--- src/rtl/lfr_pkg.sv ---
package lfr_pkg;
    typedef enum logic {
        PH_LOW  = 1'b0,
        PH_HIGH = 1'b1
    } clk_phase_e;

    typedef enum logic [1:0] {
        SER_IDLE  = 2'd0,
        SER_ARMED = 2'd1,
        SER_SHIFT = 2'd2
    } ser_state_e;
endpackage

--- src/rtl/lfr_half_divider.sv ---
module lfr_half_divider
    import lfr_pkg::*;
#(
    parameter int CNT_W     = 5,
    parameter int BASE_HALF = 11
) (
    input  logic clk,
    input  logic rst,
    input  logic rate_sel,
    output logic ser_clk,
    output logic fall_evt
);
    localparam logic [CNT_W-1:0] BASE_L = CNT_W'(BASE_HALF);

    clk_phase_e       phase_q, phase_d;
    logic [CNT_W-1:0] hcnt_q, hlen_q, reload_len;
    logic             at_term;

    assign reload_len = BASE_L + CNT_W'(rate_sel);
    assign at_term    = (hcnt_q == hlen_q - CNT_W'(1));

    // next phase
    always_comb begin
        phase_d = phase_q;
        unique case (phase_q)
            PH_LOW:  if (at_term) phase_d = PH_HIGH;
            PH_HIGH: if (at_term) phase_d = PH_LOW;
        endcase
    end

    // phase register
    always_ff @(posedge clk) begin
        if (rst) phase_q <= PH_LOW;
        else     phase_q <= phase_d;
    end

    // half-period counter, length latched only at reload
    always_ff @(posedge clk) begin
        if (rst) begin
            hcnt_q <= '0;
            hlen_q <= reload_len;
        end else if (at_term) begin
            hcnt_q <= '0;
            hlen_q <= reload_len;
        end else begin
            hcnt_q <= hcnt_q + CNT_W'(1);
        end
    end

    // outputs
    always_comb begin
        ser_clk  = (phase_q == PH_HIGH);
        fall_evt = at_term && (phase_q == PH_HIGH);
    end

    assert_reload_gate_R3: assert property (@(posedge clk) disable iff (rst)
        (hcnt_q != '0) |-> $stable(hlen_q));

    assert_cnt_bound_R2: assert property (@(posedge clk) disable iff (rst)
        hcnt_q < hlen_q);
endmodule

--- src/rtl/lfr_carrier_seq.sv ---
module lfr_carrier_seq #(
    parameter int DATA_W = 8
) (
    input  logic clk,
    input  logic rst,
    input  logic fall_evt,
    output logic carrier,
    output logic capture_stb,
    output logic frame_stb
);
    localparam int IDX_W    = $clog2(DATA_W);
    localparam int HALF_IDX = DATA_W / 2;

    logic [IDX_W-1:0] bidx_q, bidx_nx;
    logic             carrier_q;

    assign bidx_nx = bidx_q + IDX_W'(1);

    // bit index and carrier advance on falling serial clock edges
    always_ff @(posedge clk) begin
        if (rst) begin
            bidx_q    <= '0;
            carrier_q <= 1'b0;
        end else if (fall_evt) begin
            bidx_q    <= bidx_nx;
            carrier_q <= bidx_nx[IDX_W-1];
        end
    end

    always_comb begin
        carrier     = carrier_q;
        capture_stb = fall_evt && (bidx_nx == IDX_W'(HALF_IDX));
        frame_stb   = fall_evt && (bidx_q == IDX_W'(DATA_W - 1));
    end

    assert_carrier_step_R4: assert property (@(posedge clk) disable iff (rst)
        !$stable(carrier_q) |-> $past(fall_evt));

    assert_capture_on_rise_R6: assert property (@(posedge clk) disable iff (rst)
        capture_stb |=> $rose(carrier_q));
endmodule

--- src/rtl/lfr_serializer.sv ---
module lfr_serializer
    import lfr_pkg::*;
#(
    parameter int DATA_W = 8
) (
    input  logic              clk,
    input  logic              rst,
    input  logic              fall_evt,
    input  logic              capture_stb,
    input  logic              frame_stb,
    input  logic [DATA_W-1:0] adc_sample,
    output logic              frame,
    output logic              data
);
    ser_state_e        state_q, state_d;
    logic [DATA_W-1:0] hold_q, shreg_q;

    // next state
    always_comb begin
        state_d = state_q;
        unique case (state_q)
            SER_IDLE:  if (capture_stb) state_d = SER_ARMED;
            SER_ARMED: if (frame_stb)   state_d = SER_SHIFT;
            SER_SHIFT: state_d = SER_SHIFT;
            default:   state_d = SER_IDLE;
        endcase
    end

    // state register
    always_ff @(posedge clk) begin
        if (rst) state_q <= SER_IDLE;
        else     state_q <= state_d;
    end

    // holding register and shifter
    always_ff @(posedge clk) begin
        if (rst) begin
            hold_q  <= '0;
            shreg_q <= '0;
        end else begin
            if (capture_stb) hold_q <= adc_sample;
            if (frame_stb && state_q != SER_IDLE)
                shreg_q <= hold_q;
            else if (fall_evt && state_q == SER_SHIFT)
                shreg_q <= {shreg_q[DATA_W-2:0], 1'b0};
        end
    end

    // outputs
    always_comb begin
        frame = (state_q == SER_SHIFT);
        data  = (state_q == SER_SHIFT) ? shreg_q[DATA_W-1] : 1'b0;
    end

    assert_frame_hold_R7: assert property (@(posedge clk) disable iff (rst)
        !$fell(frame));

    assert_frame_load_R6: assert property (@(posedge clk) disable iff (rst)
        $rose(frame) |-> $past(frame_stb));
endmodule

--- src/rtl/lf_carrier_serializer.sv ---
module lf_carrier_serializer #(
    parameter int DATA_W    = 8,
    parameter int CNT_W     = 5,
    parameter int BASE_HALF = 11
) (
    input  logic              clk_main,
    input  logic              rst_sync,
    input  logic              rate_sel,
    input  logic [DATA_W-1:0] adc_sample,
    output logic              carrier_drv,
    output logic              adc_clk,
    output logic              ser_clk,
    output logic              ser_frame,
    output logic              ser_data,
    output logic              dbg_clk,
    output logic              hf_drv
);
    localparam int AGE_W = 6;

    logic fall_evt, capture_stb, frame_stb, carrier;

    lfr_half_divider #(
        .CNT_W     (CNT_W),
        .BASE_HALF (BASE_HALF)
    ) u_div (
        .clk      (clk_main),
        .rst      (rst_sync),
        .rate_sel (rate_sel),
        .ser_clk  (ser_clk),
        .fall_evt (fall_evt)
    );

    lfr_carrier_seq #(
        .DATA_W (DATA_W)
    ) u_car (
        .clk         (clk_main),
        .rst         (rst_sync),
        .fall_evt    (fall_evt),
        .carrier     (carrier),
        .capture_stb (capture_stb),
        .frame_stb   (frame_stb)
    );

    lfr_serializer #(
        .DATA_W (DATA_W)
    ) u_ser (
        .clk         (clk_main),
        .rst         (rst_sync),
        .fall_evt    (fall_evt),
        .capture_stb (capture_stb),
        .frame_stb   (frame_stb),
        .adc_sample  (adc_sample),
        .frame       (ser_frame),
        .data        (ser_data)
    );

    always_comb begin
        carrier_drv = carrier;
        adc_clk     = carrier;
        dbg_clk     = carrier;
        hf_drv      = 1'b0;
    end

    // phase-age tracker for the minimum phase length check
    logic             sclk_d, age_valid;
    logic [AGE_W-1:0] age;

    always_ff @(posedge clk_main) begin
        if (rst_sync) begin
            sclk_d    <= 1'b0;
            age       <= '0;
            age_valid <= 1'b0;
        end else begin
            sclk_d <= ser_clk;
            if (ser_clk != sclk_d) begin
                age       <= AGE_W'(1);
                age_valid <= 1'b1;
            end else if (age != '1) begin
                age <= age + AGE_W'(1);
            end
        end
    end

    assert_min_phase_R2: assert property (@(posedge clk_main) disable iff (rst_sync)
        (ser_clk != sclk_d && age_valid) |-> (age >= AGE_W'(BASE_HALF)));

    assert_data_on_fall_R8: assert property (@(posedge clk_main) disable iff (rst_sync)
        !$stable(ser_data) |-> $fell(ser_clk));

    assert_frame_on_carrier_fall_R7: assert property (@(posedge clk_main) disable iff (rst_sync)
        $rose(ser_frame) |-> $fell(carrier_drv));
endmodule

--- config.mk ---
export PLATFORM = sky130hd
export DESIGN_NAME = lf_carrier_serializer
export DESIGN_NICKNAME = d
export VERILOG_FILES = /design/src/rtl/lfr_pkg.sv /design/src/rtl/lfr_half_divider.sv /design/src/rtl/lfr_carrier_seq.sv /design/src/rtl/lfr_serializer.sv /design/src/rtl/lf_carrier_serializer.sv
export SDC_FILE = /design/constraint.sdc
export NUM_CORES = 1
export LEC_CHECK = 0
export BUFFER_PORTS_ARGS = -buffer_cell sky130_fd_sc_hd__buf_2
export CORE_ASPECT_RATIO = 0.9
export CORE_UTILIZATION = 40
export DETAILED_ROUTE_END_ITERATION = 8
export PLACE_DENSITY = 0.68
export SLEW_MARGIN = 20
export SYNTH_ARGS = -nofsm -noshare
export SYNTH_HDL_FRONTEND = slang
export SYNTH_SLANG_ARGS = --single-unit
--- constraint.sdc ---
create_clock -name clk_main -period 3.6 [get_ports clk_main]
set_clock_uncertainty 0.2 [all_clocks]
set_input_delay 0.18 -clock clk_main [delete_from_list [all_inputs] [get_ports clk_main]]
set_output_delay 0.18 -clock clk_main [all_outputs]
set_load 0.05 [all_outputs]
; ---- Word-level counts from Yosys, hierarchy flattened
; Cells that the tools add are included.
[word_totals]
register_bits = 33
inputBits = 11
out_inout_bits = 7
[classes]
n_addsub = 4
eq_ne = 7
mux = 11
n_bitwise = 1
reduce_logical = 11
[op_table]
columns = operator, count
row1 = 2-to-1 mux 8 bit, 2
row2 = 2-to-1 mux 5 bit, 2
row3 = "equality test 3 bit, second input constant", 2
row4 = case mux 2 bit (3 select lines), 1
row5 = nonzero test 2 bit, 3
row6 = "adder 4 x 1 -> 5 bit, first input constant", 1
row7 = "adder 5 x 1 -> 5 bit, second input constant", 1
row8 = equality test 5 bit, 1
row9 = logical AND 1 bit, 5
row10 = "subtractor 5 x 1 -> 5 bit, second input constant", 1
row11 = 2-to-1 mux 2 bit, 2
row12 = "adder 3 x 1 -> 3 bit, second input constant", 1
row13 = 2-to-1 mux 1 bit, 3
row14 = "equality test 2 x 1 -> 1 bit, second input constant", 1
row15 = "equality test 2 bit, second input constant", 1
row16 = zero test 2 bit, 1
row17 = "inequality test 2 x 1 -> 1 bit, second input constant", 1
row18 = "inequality test 2 bit, second input constant", 1
row19 = case mux 1 bit (2 select lines), 1
row20 = AND reduction 2 bit, 1
row21 = OR reduction 2 bit, 1
row22 = NOT 1 bit, 1

; ---- Longest topological paths before layout
; Gate-level depths: netlist of run 1.
[logic_depth]
word_depth = 6
depth_mapped = 10

; ---- Hierarchy
; A second synthesis of run 1 with hierarchy kept.
[hier_totals]
hier_cells = 141
area_unflattened_um2 = 1365.1
[by_module_without_submodules]
columns = module, instances, cells_per_inst, area_each_um2, seq_area_each_um2
row1 = lfr_serializer, 1, 91, 825.8, 360.3
row2 = lfr_half_divider, 1, 31, 359.1, 180.2
row3 = lfr_carrier_seq, 1, 15, 153.9, 60.1
row4 = lf_carrier_serializer, 1, 4, 26.3, 0.0

; ---- Least setup slack after synthesis of run 1
; Ideal clock, no wire load.
[synth_path]
kind = register to register
from = register u_div.hlen_q[1]
to = register u_ser.shreg_q[4]
setup_time_ns = 0.088
arrival_time_ns = 1.797
t_required_ns = 3.312
setup_slack_ns = 1.515
stages_incl_launch_ff = 11
n_path_buf = 2
period_less_slack_ns = 2.085
cell_sequence = edfxtp_1 > inv_1 > ha_1 > xor2_1 > and4_1 > ha_1 > buf_6 > nand3b_4 > buf_12 > nor2_2 > a311oi_2
[synth_via]
elab_chain_len = 6
[synth_lines]
columns = item, line_no
row1 = from (decl), lfr_half_divider.sv:16  ; logic [CNT_W-1:0] hcnt_q, hlen_q, reload_len;
row2 = from (signal assigned), lfr_half_divider.sv:41  ; hlen_q <= reload_len;
row3 = from (signal assigned), lfr_half_divider.sv:44  ; hlen_q <= reload_len;
row4 = subtractor 5 x 1 -> 5 bit *, lfr_half_divider.sv:20  ; assign at_term = (hcnt_q == hlen_q - CNT_W'(1));
row5 = equality test 5 bit *, lfr_half_divider.sv:20
row6 = logical AND 1 bit *, lfr_half_divider.sv:53  ; fall_evt = at_term && (phase_q == PH_HIGH);
row7 = via fall_evt, lf_carrier_serializer.sv:20  ; logic fall_evt, capture_stb, frame_stb, carrier;
row8 = logical AND 1 bit, lfr_carrier_seq.sv:33  ; frame_stb = fall_evt && (bidx_q == IDX_W'(DATA_W - 1));
row9 = logical AND 1 bit, lfr_serializer.sv:42  ; if (frame_stb && state_q != SER_IDLE)
row10 = 2-to-1 mux 8 bit / nonzero test 2 bit (equally long branches), -
row11 = to (signal assigned), lfr_serializer.sv:43  ; shreg_q <= hold_q;
row12 = to (signal assigned), lfr_serializer.sv:45  ; shreg_q <= {shreg_q[DATA_W-2:0], 1'b0};
row13 = to (decl), lfr_serializer.sv:16  ; logic [DATA_W-1:0] hold_q, shreg_q;
; The timed path passes the listed nets; every way through them passes the cells marked *.
; A chain may end at the register's enable or synchronous reset.

; ---- Final worst setup path of run 1
[layout_path]
from = register u_div.hlen_q[1]
to = register u_ser.state_q[1]
[layout_via]
elab_chain_len = 6
[layout_lines]
columns = item, line_no
row1 = subtractor 5 x 1 -> 5 bit *, lfr_half_divider.sv:20
row2 = equality test 5 bit *, lfr_half_divider.sv:20
row3 = logical AND 1 bit *, lfr_half_divider.sv:53
row4 = via fall_evt, lf_carrier_serializer.sv:20
row5 = "logical AND 1 bit, on equally long branches", "lfr_carrier_seq.sv:33, lfr_carrier_seq.sv:32"
row6 = inequality test 2 x 1 -> 1 bit (no source line) / inequality test 2 bit (equally long branches), -
row7 = AND reduction 2 bit (no source line) *, -
row8 = to (signal assigned), lfr_serializer.sv:32  ; else state_q <= state_d;
row9 = to (decl), lfr_serializer.sv:15  ; ser_state_e state_q, state_d;
; Marked as above.

==> results.py, run 1 <==
metrics = {
    "setup_path": {
        "critPathCaptureType": "register",
        "start_kind": "register",
        "critPathMaxFanout": 16,
        "worstSetupPathType": "reg -> reg",
        "required_ps": 3600,
        "arrival_ps": 2740,
    },
    "logic_synthesis": {
        "yosysUniqueCellTypes": 31,
        "async_reset_ff_share_pct": 0,
        "yosysMostFrequentCell": "dfxtp_1",
        "syn_nets": 166,
        "ys_top_cells_by_area": "dfxtp_1 (39%), ha_1 (8.0%), a311oi_2 (7.5%), nand2_1 (6.7%), edfxtp_1 (4.3%)",
        "avgSynthCellArea_um2": 9.60,
        "netlist_area_um2": 1400,
        "synth_edf_count": 2,
        "synth_area_leader_cell": "dfxtp_1",
        "synthFlopType": "dfxtp_1",
        "netlist_top_cells_count": "dfxtp_1 (27), nand2_1 (25), nor2_1 (13)",
        "synth_top_area_share_pct": 38.6,
        "ys_warn_count": 0,
        "postSynthCellCount": 146,
        "seq_area_frac_synth_pct": 42.9,
        "synth-seq-cells": 29,
    },
    "power": {
        "ir_drop_mv": 0.263,
        "p_leak_nw": 0.694,
        "fin_total_pwr_w": 0.000635,
        "power_density_nw_per_um2": 390,
    },
    "timing": {
        "hold_viol_final": 0,
        "worst_slew_pin_slew_ps": 736,
        "tns_ps": 0,
        "layout_setup_ws_ps": 862,
        "setup_violations": 0,
        "fin_crit_sh_pct": 76.1,
        "fmax_mhz": 365,
        "finalCriticalPeriod_ps": 2740,
        "maxSlewViolCount": 0,
        "holdWs_ps": 151,
        "rsz0062_at_grt": "no",
        "max_slew_margin_pct": 50.9,
    },
    "route": {
        "routed_via_density": 4.80,
        "dr.pass1.iters": 4,
        "ant_nets": 0,
        "wl_um": 2480,
        "vias": 1022,
        "wl_per_cell_um": 11.7,
        "drt_iter0_markers": 20,
        "drc": 0,
    },
    "final_layout": {
        "final.fill_count": 316,
        "instances_no_fill": 213,
        "n_antenna_cell": 0,
        "seq_area_um2": 601,
        "area_growth_pct": 16.3,
        "nets": 188,
        "drive_above_1_share_pct": 20.7,
        "multi_input_area_um2": 688,
    },
    "cts": {
        "post_cts_buffers": 0,
        "cts_buffers": 5,
        "cts_sinks": 29,
        "cts_tree": "done",
        "cts_buffer_depth": 2,
        "htree_levels": 2,
        "cts-root-buf": "clkbuf_8",
        "path_clk_slew_ps": 60,
        "clk_latency_ps": 270,
    },
    "floorplan": {
        "start_util_pct": 41.8,
        "num_rows": 20,
        "die_w_um": 64.4,
        "die_y_um": 58.2,
        "die_area_um2": 3740,
        "io_pins": 18,
        "fp.coreArea_um2": 3350,
    },
    "min_path": {
        "hold_path.class": "in -> reg",
    },
    "global_routing": {
        "grt_max_degree": 23,
        "antenna_found_initial": 0,
        "grt_pass1_vias": 1054,
        "grt_pass1_wl_um": 4370,
        "gr-total-overflow": 0,
        "grt_usage_pct": 15.5,
    },
    "placed_design": {
        "place_inst": 196,
        "gp_congestion": 0.735,
        "dpl.hpwl_um": 1730,
        "numPortBuffers": 16,
        "pre_cts_slack_ps": 902,
    },
    "flow_run": {
        "drv_cap": 0,
    },
    "run_status": {
        "status": "finished, final reports clean",
    },
}
-- routing by layer --
layer / track usage [%] / vias to the layer above / wire length, um
met5: 0 / - / 0
met4: 5.71 / 0 / 22
met3: 6.30 / 4 / 98
met2: 27.5 / 14 / 1220
met1: 16.6 / 475 / 1140
li1: - / 529 / -
-- where the power goes --
group          internal [W]  switching [W]  total (W)
Clock              0.000155       0.000109   0.000265
Combinational     0.0000179      0.0000189  0.0000369
Sequential         0.000330     0.00000397   0.000334
Total              0.000503       0.000132   0.000635
-- final timing paths --
kind | startpoint | endpoint | cells after the start | slack, ps
setup / recovery | u_div.hlen_q[1] | u_ser.state_q[1] | 8 | 860
hold / removal | rst_sync | u_car.carrier | 2 | 150
setup reg to reg | u_div.hlen_q[1] | u_ser.state_q[1] | 8 | 860
hold reg to reg | u_ser.hold_q[0] | u_ser.hold_q[0] | 2 | 270
-- registers in the layout (all words and copies together), names as in the netlist --
register,flops
u_ser.hold_q,8
u_ser.shreg_q,8
u_div.hcnt_q,5
u_car.bidx_q,2
u_div.hlen_q,2
u_ser.state_q,2
u_car.carrier,1
u_div.ser_clk,1
-- cell type report --
class	count	share of cell area [%]
multi-input combinational	100	42.2
inverter	7	1.61
tap	44	3.38
timing repair buffer	25	10.4
clock buffer	8	5.53
sequential	29	36.8
-- kinds of logic (layout without fill, tap and decap cells) --
group | after synthesis | in the layout | share of synthesized area (%)
AND/OR/NAND/NOR | 59 | 59 | 20.8
flip-flops | 29 | 29 | 42.9
other | 1 | 1 | 0.268
multiplexers | 3 | 3 | 2.14
adder cells (fa/ha/maj) | 9 | 9 | 8.04
XOR/XNOR | 7 | 7 | 4.38
AO/OA/AOI/OAI | 21 | 21 | 13.5
buffers and inverters | 17 | 40 | 8.04
-- stage by stage --
step,util (%),area (um2)
2_1_floorplan,-,1400
4_1_cts,48.6,1630
6_report,48.6,1630
5_1_grt,48.6,1630
3_3_place_gp,43.2,1450
3_5_place_dp,43.2,1450
-- cell usage in the layout, fill, tap and decap left out, drive strengths merged --
| cell type | netlist | layout |
|---|---|---|
| a21boi | 1 | 1 |
| a21oi | 10 | 10 |
| a311oi | 7 | 7 |
| a41o | 1 | 1 |
| and2 | 1 | 1 |
| and3 | 1 | 1 |
| and4 | 1 | 1 |
| buf | 9 | 16 |
| clkbuf | 1 | 8 |
| conb | 1 | 1 |
| dfxtp | 27 | 27 |
| dlygate4sd3 | 0 | 9 |
| edfxtp | 2 | 2 |
| ha | 9 | 9 |
| inv | 7 | 7 |
| mux2i | 3 | 3 |
| nand2 | 26 | 26 |
| nand3 | 11 | 11 |
| nand3b | 1 | 1 |
| nand4b | 1 | 1 |
| nor2 | 15 | 15 |
| nor2b | 2 | 2 |
| o211a | 1 | 1 |
| o21ai | 1 | 1 |
| xnor2 | 2 | 2 |
| xor2 | 5 | 5 |
-- critical path: stages (launching register included) --
cell and delay, ps:
edfxtp_1 400, inv_1 80, ha_1 230, xor2_1 190, and4_1 210, ha_1 630
nand3_4 230, a21oi_1 260, mux2i_1 210
-- timing repair --
item                                   in CTS  in global routing
hold buffers                                9                  0
resized for setup                           0                  0
endpoints found under the hold margin      10                  0
No activity file was read; power rests on OpenSTA's default activity.
==> inputs of run 2 (changes only) <==
Settings changed: ABC_AREA from default to 1, PLACE_DENSITY 0.68 to 0.7.
Clock period 3.6 ns to 2.3 ns, I/O delays scaled along.
==> run 2 against run 1 <==
Effect of this change: count of clock-buffer cells in the layout fell by 1; register-to-register slack got worse by 640 ps; critical path depth rose by 5; flip-flop and latch count did not move; clock power rose by 74%; combinational power rose to 2.9 times the previous value; synthesized cell count rose by 21%; highest routed layer unchanged.
==> results.py, run 2 <==
metrics = {
    "run_status": {
        "status": "finished, final reports clean",
    },
    "setup_path": {
        "critPathCaptureType": "register",
        "critPathMaxFanout": 6,
        "required_ps": 2260,
        "arrival_ps": 2030,
        "worstSetupPathType": "reg -> reg",
        "start_kind": "register",
    },
    "global_routing": {
        "gr-total-overflow": 0,
        "grt_pass1_vias": 976,
        "grt_usage_pct": 15.4,
        "grt_pass1_wl_um": 4340,
        "antenna_found_initial": 0,
        "grt_max_degree": 15,
    },
    "placed_design": {
        "dpl.hpwl_um": 1760,
        "gp_congestion": 0.773,
        "place_inst": 231,
        "numPortBuffers": 16,
    },
    "cts": {
        "cts_sinks": 29,
        "cts_buffer_depth": 2,
        "htree_levels": 2,
        "path_clk_slew_ps": 60,
        "cts_buffers": 5,
        "cts_tree": "done",
        "clk_latency_ps": 280,
        "cts-root-buf": "clkbuf_8",
    },
    "logic_synthesis": {
        "seq_area_frac_synth_pct": 41.9,
        "yosysUniqueCellTypes": 22,
        "ys_top_cells_by_area": "dfxtp_1 (38%), nand2_1 (10%), ha_1 (7.9%), inv_1 (5.2%), a21oi_2 (4.9%)",
        "avgSynthCellArea_um2": 8.14,
        "async_reset_ff_share_pct": 0,
        "netlist_top_cells_count": "nand2_1 (40), dfxtp_1 (27), inv_1 (20)",
        "synthFlopType": "dfxtp_1",
        "postSynthCellCount": 176,
        "synth_edf_count": 2,
        "yosysMostFrequentCell": "nand2_1",
        "netlist_area_um2": 1430,
        "ys_warn_count": 0,
        "synth-seq-cells": 29,
        "synth_area_leader_cell": "dfxtp_1",
        "synth_top_area_share_pct": 37.7,
        "syn_nets": 196,
    },
    "timing": {
        "finalCriticalPeriod_ps": 2070,
        "fin_crit_sh_pct": 90.2,
        "maxSlewViolCount": 0,
        "rsz0062_at_grt": "no",
        "setup_violations": 0,
        "fmax_mhz": 482,
        "holdWs_ps": 17.0,
        "hold_viol_final": 0,
    },
    "final_layout": {
        "drive_above_1_share_pct": 25.2,
        "n_antenna_cell": 0,
        "nets": 225,
        "instances_no_fill": 250,
        "area_growth_pct": 22.4,
        "layout_common_cells": "nand2_1 (40), dfxtp_1 (27), inv_1 (20), nor2_1 (18), buf_2 (16)",
        "final_common_cell": "nand2_1",
        "reg.largest.list": "u_ser.hold_q (8), u_ser.shreg_q (8), u_div.hcnt_q (5)",
    },
    "floorplan": {
        "num_rows": 20,
        "fp.coreArea_um2": 3400,
        "die_y_um": 58.8,
        "start_util_pct": 42.1,
        "io_pins": 18,
        "die_w_um": 65.1,
        "die_area_um2": 3830,
    },
    "power": {
        "fin_total_pwr_w": 0.00110,
        "p_leak_nw": 0.795,
        "power_density_nw_per_um2": 625,
        "ir_drop_mv": 0.364,
    },
    "route": {
        "wl_um": 2480,
        "vias": 1105,
        "drc": 0,
        "drt_iter0_markers": 30,
        "dr.pass1.iters": 4,
        "ant_nets": 0,
        "wl_per_cell_um": 9.94,
        "routed_via_density": 4.42,
    },
    "min_path": {
        "hold_path.class": "in -> reg",
    },
    "flow_run": {
        "drv_cap": 0,
    },
}
[run 2: cell types whose count changed after synthesis, sizes merged, moves of 2 or more]
cell and delta:
xor2 -3, mux2i -3, nand3 -6, nor2 +5, nor2b -2, nand2 +23, o21ai +10, buf -2
inv +14, a21oi +9, a311oi -7
[run 2: logic make-up (layout without fill, tap and decap cells)]
| group | after synthesis | in the layout | synth area share, % |
|---|---|---|---|
| buf+inv | 29 | 59 | 11.1 |
| xor+xnor | 4 | 4 | 2.45 |
| compound gates | 30 | 30 | 12.6 |
| simple gates | 74 | 74 | 23.8 |
| flops | 29 | 29 | 41.9 |
| fa+ha+maj | 9 | 9 | 7.86 |
| other cells | 1 | 1 | 0.262 |
[run 2: cell type report]
type,instances,area (um2)
Tap cell,44,55.1
Clock inverter,1,5.00
Multi-Input combinational cell,118,686
Sequential cell,29,601
Timing Repair Buffer,29,213
Inverter,22,97.6
Clock buffer,7,96.3
Fill cell,338,1650
[run 2: worst paths after layout]
check                           slack (ps)             from  cells past startpoint               end
worst min register to register         260  u_ser.hold_q[5]                      2   u_ser.hold_q[5]
worst min-delay path                    20         rst_sync                      2  u_ser.shreg_q[5]
worst max-delay path                   230  u_div.hlen_q[1]                     13  u_ser.shreg_q[5]
worst max register to register         230  u_div.hlen_q[1]                     13  u_ser.shreg_q[5]
[run 2: routing by layer]
metal	routed length, um	global-route usage [%]
met5	0	0
met4	36	6.52
met3	95	5.81
met2	1020	22.8
met1	1330	20.1
[run 2: through the flow]
stage | utilization, % | worst slack [ps] | instance area, um2 | setup TNS (ps)
2_1_floorplan | - | 307 | 1430 | 0
3_3_place_gp | 44.7 | 38.1 | 1520 | 0
3_5_place_dp | 44.7 | -11.6 | 1520 | -11.6
4_1_cts | 50.4 | 91.5 | 1720 | 0
5_1_grt | 51.5 | 12.0 | 1750 | 0
6_report | 51.5 | 225 | 1750 | 0
[run 2: what timing repair did]
item	in CTS	in global routing
resized for setup	1	1
endpoints found under the hold margin	10	0
setup buffers	0	2
endpoints found under the setup margin	1	18
hold buffers	9	0
[run 2: worst max-delay path, cell delays in order (launching register included)]
cell	delay, ps
edfxtp_1	400
inv_1	80
ha_1	230
nand2_1	60
o21ai_0	70
nor2_1	90
nand2_1	80
inv_1	90
ha_4	200
nand2_1	100
nor2_2	170
nand2_1	70
nand2_1	80
a21oi_2	50
[run 2: where the power goes]
part | total, W | internal [W] | switching, W | leakage (nW)
combinational | 0.000106 | 0.0000430 | 0.0000631 | 0.503
sequential | 0.000530 | 0.000521 | 0.00000942 | 0.238
clock | 0.000460 | 0.000270 | 0.000190 | 0.0542
